$ cat src/rtl/vreg_rp_pkg.sv
package vreg_rp_pkg;

  parameter int unsigned RP_IDX_W = 5;
  parameter int unsigned RP_PORTS = 4;
  parameter int unsigned RP_SLOTS = 2;
  parameter int unsigned RP_SRCS  = 3;

  // operand order inside a slot: 0 = vs2, 1 = vs1, 2 = vd
  typedef struct packed {
    logic [RP_IDX_W-1:0] vs2;
    logic                vs2_v;
    logic [RP_IDX_W-1:0] vs1;
    logic                vs1_v;
    logic [RP_IDX_W-1:0] vd;
    logic                vd_v;
  } rp_src_t;

  function automatic logic [RP_IDX_W-1:0] gate_idx(input logic [RP_IDX_W-1:0] idx,
                                                   input logic v);
    return v ? idx : '0;
  endfunction

  function automatic logic [RP_SRCS-1:0] valid_vec(input rp_src_t s);
    return {s.vd_v, s.vs1_v, s.vs2_v};
  endfunction

  function automatic logic [2:0] demand(input logic [RP_SRCS-1:0] v);
    return 3'(v[0]) + 3'(v[1]) + 3'(v[2]);
  endfunction

  // bit 0: port 1 wanted by both, bit 1: port 3 wanted by both
  function automatic logic [1:0] shared_clash(input logic [RP_SRCS-1:0] older,
                                              input logic [RP_SRCS-1:0] younger);
    return {older[2] & younger[1], older[1] & younger[2]};
  endfunction

endpackage

$ cat src/rtl/vreg_rp_hazard.sv
module vreg_rp_hazard
  import vreg_rp_pkg::*;
(
  input  logic [RP_SRCS-1:0] old_vld,
  input  logic [RP_SRCS-1:0] yng_vld,
  output logic [1:0]         clash,
  output logic [3:0]         total_demand,
  output logic               hazard
);

  assign clash        = shared_clash(old_vld, yng_vld);
  assign total_demand = {1'b0, demand(old_vld)} + {1'b0, demand(yng_vld)};
  assign hazard       = |clash;

  always_comb begin
    if (total_demand > 4'd4) begin
      p_overdemand_r5: assert (hazard)
        else $error("more than four sources without hazard");
    end
    if (!(old_vld[1] | old_vld[2])) begin
      p_no_old_share_r4: assert (!hazard)
        else $error("hazard without older shared-port demand");
    end
    if (!(yng_vld[1] | yng_vld[2])) begin
      p_no_yng_share_r3: assert (!hazard)
        else $error("hazard without younger shared-port demand");
    end
  end

endmodule

$ cat src/rtl/vreg_rp_portmap.sv
module vreg_rp_portmap
  import vreg_rp_pkg::*;
(
  input  rp_src_t                             old_src,
  input  rp_src_t                             yng_src,
  input  logic                                hazard,
  output logic [RP_PORTS-1:0][RP_IDX_W-1:0]   rd_idx
);

  logic yng_live;
  assign yng_live = ~hazard;

  always_comb begin
    rd_idx[0] = gate_idx(old_src.vs2, old_src.vs2_v);
    rd_idx[2] = gate_idx(yng_src.vs2, yng_src.vs2_v & yng_live);
    if (old_src.vs1_v)
      rd_idx[1] = old_src.vs1;
    else
      rd_idx[1] = gate_idx(yng_src.vd, yng_src.vd_v & yng_live);
    if (old_src.vd_v)
      rd_idx[3] = old_src.vd;
    else
      rd_idx[3] = gate_idx(yng_src.vs1, yng_src.vs1_v & yng_live);
  end

  always_comb begin
    if (hazard) begin
      p_port2_idle_r6: assert (rd_idx[2] == '0)
        else $error("port 2 busy during hazard");
      p_port3_older_r6: assert (rd_idx[3] == gate_idx(old_src.vd, old_src.vd_v))
        else $error("port 3 not owned by older slot during hazard");
    end
  end

endmodule

$ cat src/rtl/vreg_rp_steer.sv
module vreg_rp_steer
  import vreg_rp_pkg::*;
#(
  parameter int unsigned DATA_W = 128
) (
  input  logic [RP_SLOTS-1:0][RP_SRCS-1:0]             vld,
  input  logic                                         hazard,
  input  logic [RP_PORTS-1:0][DATA_W-1:0]              rd_data,
  input  logic [DATA_W-1:0]                            v0_data,
  output logic [RP_SLOTS-1:0][RP_SRCS-1:0][DATA_W-1:0] opnd,
  output logic [RP_SLOTS-1:0][DATA_W-1:0]              mask
);

  for (genvar k = 0; k < RP_SLOTS; k++) begin : g_slot
    localparam int unsigned P_VS2 = 2 * k;
    localparam int unsigned P_VS1 = 2 * k + 1;
    localparam int unsigned P_VD  = (k == 0) ? 3 : 1;
    logic live;
    if (k == 0) begin : g_old
      assign live = 1'b1;
    end else begin : g_yng
      assign live = ~hazard;
    end
    assign opnd[k][0] = (vld[k][0] & live) ? rd_data[P_VS2] : '0;
    assign opnd[k][1] = (vld[k][1] & live) ? rd_data[P_VS1] : '0;
    assign opnd[k][2] = (vld[k][2] & live) ? rd_data[P_VD]  : '0;
    assign mask[k]    = v0_data;
  end

  always_comb begin
    if (hazard) begin
      p_yng_quiet_r8: assert (opnd[1] == '0)
        else $error("younger slot operands active during hazard");
    end
  end

endmodule

$ cat src/rtl/vreg_read_alloc.sv
module vreg_read_alloc
  import vreg_rp_pkg::*;
#(
  parameter int unsigned IDX_W  = RP_IDX_W,
  parameter int unsigned DATA_W = 128
) (
  input  logic [IDX_W-1:0]                 u0_vs2_idx,
  input  logic                             u0_vs2_vld,
  input  logic [IDX_W-1:0]                 u0_vs1_idx,
  input  logic                             u0_vs1_vld,
  input  logic [IDX_W-1:0]                 u0_vd_idx,
  input  logic                             u0_vd_vld,
  input  logic [IDX_W-1:0]                 u1_vs2_idx,
  input  logic                             u1_vs2_vld,
  input  logic [IDX_W-1:0]                 u1_vs1_idx,
  input  logic                             u1_vs1_vld,
  input  logic [IDX_W-1:0]                 u1_vd_idx,
  input  logic                             u1_vd_vld,
  output logic [RP_PORTS-1:0][IDX_W-1:0]   rd_idx,
  input  logic [RP_PORTS-1:0][DATA_W-1:0]  rd_data,
  input  logic [DATA_W-1:0]                v0_data,
  output logic                             port_hazard,
  output logic [DATA_W-1:0]                u0_vs2_opnd,
  output logic [DATA_W-1:0]                u0_vs1_opnd,
  output logic [DATA_W-1:0]                u0_vd_opnd,
  output logic [DATA_W-1:0]                u0_mask_opnd,
  output logic [DATA_W-1:0]                u1_vs2_opnd,
  output logic [DATA_W-1:0]                u1_vs1_opnd,
  output logic [DATA_W-1:0]                u1_vd_opnd,
  output logic [DATA_W-1:0]                u1_mask_opnd
);

  rp_src_t old_src, yng_src;
  logic [RP_SLOTS-1:0][RP_SRCS-1:0]             slot_vld;
  logic [1:0]                                   clash;
  logic [3:0]                                   total_demand;
  logic [RP_SLOTS-1:0][RP_SRCS-1:0][DATA_W-1:0] opnd;
  logic [RP_SLOTS-1:0][DATA_W-1:0]              mask;

  assign old_src = '{vs2: u0_vs2_idx, vs2_v: u0_vs2_vld,
                     vs1: u0_vs1_idx, vs1_v: u0_vs1_vld,
                     vd:  u0_vd_idx,  vd_v:  u0_vd_vld};
  assign yng_src = '{vs2: u1_vs2_idx, vs2_v: u1_vs2_vld,
                     vs1: u1_vs1_idx, vs1_v: u1_vs1_vld,
                     vd:  u1_vd_idx,  vd_v:  u1_vd_vld};
  assign slot_vld[0] = valid_vec(old_src);
  assign slot_vld[1] = valid_vec(yng_src);

  vreg_rp_hazard u_hazard (
    .old_vld      (slot_vld[0]),
    .yng_vld      (slot_vld[1]),
    .clash        (clash),
    .total_demand (total_demand),
    .hazard       (port_hazard)
  );

  vreg_rp_portmap u_portmap (
    .old_src (old_src),
    .yng_src (yng_src),
    .hazard  (port_hazard),
    .rd_idx  (rd_idx)
  );

  vreg_rp_steer #(.DATA_W(DATA_W)) u_steer (
    .vld     (slot_vld),
    .hazard  (port_hazard),
    .rd_data (rd_data),
    .v0_data (v0_data),
    .opnd    (opnd),
    .mask    (mask)
  );

  assign u0_vs2_opnd  = opnd[0][0];
  assign u0_vs1_opnd  = opnd[0][1];
  assign u0_vd_opnd   = opnd[0][2];
  assign u0_mask_opnd = mask[0];
  assign u1_vs2_opnd  = opnd[1][0];
  assign u1_vs1_opnd  = opnd[1][1];
  assign u1_vd_opnd   = opnd[1][2];
  assign u1_mask_opnd = mask[1];

  always_comb begin
    if (!port_hazard) begin
      p_old_map_r1: assert (rd_idx[0] == gate_idx(u0_vs2_idx, u0_vs2_vld)
                            && (!u0_vs1_vld || rd_idx[1] == u0_vs1_idx)
                            && (!u0_vd_vld  || rd_idx[3] == u0_vd_idx))
        else $error("older slot index mapping broken");
      p_yng_map_r2: assert ((!u1_vs2_vld || rd_idx[2] == u1_vs2_idx)
                            && (!u1_vs1_vld || rd_idx[3] == u1_vs1_idx)
                            && (!u1_vd_vld  || rd_idx[1] == u1_vd_idx))
        else $error("younger slot index mapping broken");
    end
    if (!(u0_vs1_vld | u1_vd_vld)) begin
      p_port1_free_r3: assert (rd_idx[1] == '0)
        else $error("unclaimed port 1 not zero");
    end
    p_mask_path_r9: assert (u0_mask_opnd == v0_data && u1_mask_opnd == v0_data)
      else $error("mask operand not from dedicated path");
    p_clash_flag_r4: assert (port_hazard == (clash != 2'b00))
      else $error("hazard flag disagrees with port clash");
  end

endmodule

$ cat config.mk
export PLATFORM = sky130hd
export DESIGN_NAME = vreg_read_alloc
export DESIGN_NICKNAME = d
export VERILOG_FILES = /design/src/rtl/vreg_rp_pkg.sv /design/src/rtl/vreg_rp_hazard.sv /design/src/rtl/vreg_rp_portmap.sv /design/src/rtl/vreg_rp_steer.sv /design/src/rtl/vreg_read_alloc.sv
export SDC_FILE = /design/constraint.sdc
export NUM_CORES = 1
export LEC_CHECK = 0
export ABC_AREA = 1
export CORE_AREA = 2 2 662 664
export DETAILED_ROUTE_END_ITERATION = 8
export DIE_AREA = 0 0 664 666
export GPL_TIMING_DRIVEN = 1
export PLACE_DENSITY = 0.3
export SKIP_LAST_GASP = 1
export SYNTH_ARGS = -nofsm -noshare
export SYNTH_HDL_FRONTEND = slang
export SYNTH_SLANG_ARGS = --single-unit
export TNS_END_PERCENT = 50
$ cat constraint.sdc
create_clock -name vclk -period 3.1
set_clock_uncertainty 0.15 [all_clocks]
set_input_delay 0.465 -clock vclk [all_inputs]
set_output_delay 0.465 -clock vclk [all_outputs]
set_load 0.02 [all_outputs]
==> impl_results.md, run 1 <==
- Commonest cells post-synth: 778 x inv_1, 410 x nand2_1, 389 x nor2_1, 268 x buf_4, 34 x buf_2
- GR Overflow Total: 0
- Die Wd: 664 um
- Final period utilization: 1.02
- P_int: 2.02 mW
- RSZ-0062 raised after global routing: no
- Max-slew violations: 0
- Count of final setup violators: 1
- Power per cell area: 152 nW/um^2
- Global-route usage over all layers: 0.142
- Via count: 16,500
- Mapped Cells: 1,939
- Cell with the most instances after synthesis: inv_1
- Hold Vio Cnt, Final: 0
- Worst EP required: 2.48 ns
- Sequential power share: 0
- Overall routed net length: 327,000 um
- Num ports: 1,721
- Setup crit end kind: output port
- Wire per inst: 37.2 um
- Crit path cell chain: clkdlybuf4s50_1 -> nand2_4 -> nand3_4 -> buf_12 -> buf_12 -> nor2_1 -> buf_12
- Final WS setup: -0.0616 ns
- Largest area contributor in the netlist: inv_1
- Setup Fix Bufs, Post-CTS: 0
- Leakage: 14.4 nW
- Layout cells sized above 1: 0.194
- Detailed placer's ending HPWL: 318,000 um
- Syn nets: 2,615
- Initial DRC count: 1,021
- Synth warn: 0
- Switching part of the total: 0.572
- Slowest Stage Delay on Critical Path: 0.55 ns
- Status: complete, but fails checks
- Worst Tran Pin Value: 0.699 ns
- Critical path class: input port to output port
- CP Buf/Inv Count: 4
- Final #Nets: 3,676
- Slowest cell on crit path: clkdlybuf4s50_1
- Crit path DAT: 2.55 ns
- Vias in the first global route: 15,900
- Gpl congestion: 0.882
- Seq cells: 0
- Core Box Area: 436,000 um^2
- Clock Buffer Count: 0
- Fin area: 31,000 um^2
- FF/Latch Area: 0 um^2
- Initial antenna violation count: 207
- Clock Power Share: 0
- Remaining antenna violation count: 0
- Total power: 4.72 mW
- Max-cap violations: 0
- VDD IR max: 0.0454 mV
- Gate power share: 1.000
- First-pass GRT wire length: 364,000 um
- CP startpoint kind: input port
- Avg Cell Area, Syn: 4.42 um^2
- Sequential fraction of the synthesis area: 0
- IO buf count: 1,337
- Crit-path max FO: 54
- DRC viols: 0
- Cell variety after synth: 14
- Slew headroom: 0.534
- Place WS: -0.203 ns
- Hold-fix buffers, CTS: 0
- Placed instance count: 8,755
- Synth-to-layout area growth: 262%
- Starting Density: 0.0197
- Area fraction of the dominant cell type after synthesis: 0.341
- Post-Syn Area: 8570 um^2
- Failing checks: negative setup slack
- Max Clk Rate: 316 MHz
- Worst path top cell family by delay: buffers and inverters
- Via/cell ratio: 1.87
- Hold Path Class: input port to output port
- Fin cells: 8,792
- Die outline area: 442,000 um^2
- Sw Pwr: 2.70 mW
- Crit path top cell by count: buf_12
- Hold Slack: 0.781 ns
- Largest net degree at the start of global routing: 74
- Rows: 243
- Die Y-Extent: 666 um
- Post-DP Area: 30,900 um^2
- Final min period: 3.16 ns
- Dominant cells by area after synthesis: inv_1 34%, buf_4 23%, nand2_1 18%, nor2_1 17%, buf_6 3.2%
- Pre-antenna DRT Iters: 5
-- path summary, 6_finish.rpt --
path / from / slack [ns] / end / cells past startpoint
max: u1_vs1_vld / -0.06 / u1_vs2_opnd[76] / 7
min: v0_data[45] / 0.78 / u1_mask_opnd[45] / 0
-- area by class of cell --
class                      count  area, um^2
inverter                     780        2930
timing repair buffer        1404       17600
multi-input combinational    814        3150
tap                         5757        7200
fill                       51500      405000
antenna                       37        92.6
-- kinds of logic after synthesis --
family / count (synthesis) / synth area share
buffers and inverters: 1125 / 0.636
AND/OR/NAND/NOR: 814 / 0.364
-- what timing repair did --
action                                 in CTS  in global routing
resized for setup                           6                  1
setup endpoints to repair                  82                  1
endpoints found under the hold margin       0                  0
cloned                                      0                  0
-- layer usage --
metal  track usage  vias to the layer above  part of all wire
li1              -                     6905                 -
met5        0.0132                        -            0.0029
met2         0.234                     1829              0.46
met4       0.00791                       36             0.010
met1         0.139                     7329              0.34
met3         0.123                      363              0.19
-- per-stage QoR --
stage                     TNS [ns]  utilization
after CTS                        0       0.0709
after detailed placement     -5.43       0.0709
final                      -0.0616       0.0711
after global placement       -6.45       0.0709
after global routing             0       0.0709
after floorplan                  0            -
-- power groups by stage --
stage / Combinational (mW) / Clock (mW) / Sequential (mW)
after CTS: 4.91 / 0 / 0
final: 4.72 / 0.000000901 / 0
after global placement: 4.93 / 0 / 0
after global routing: 5.04 / 0.000000292 / 0
after detailed placement: 4.89 / 0 / 0
after floorplan: 1.70 / 0 / 0
-- cell usage in the layout, fill, tap and decap left out, drive strengths merged --
cell type and n:
clkdlybuf4s50 833, inv 780, buf 570, nand2 412, nor2 389, diode 37, nand4 10, nand3 3
dlygate4sd2 1
(Power assumes the default switching activity.)
==> run 2, diff against run 1 <==
--- a/config.mk
+++ b/config.mk
@@ -6,6 +6,7 @@
 export NUM_CORES = 1
 export LEC_CHECK = 0
 export ABC_AREA = 1
+export CAP_MARGIN = 0
 export CORE_AREA = 2 2 662 664
 export DETAILED_ROUTE_END_ITERATION = 8
 export DIE_AREA = 0 0 664 666
==> results of run 2 <==
The final DEF is identical to that of run 1; final timing and power are the same.
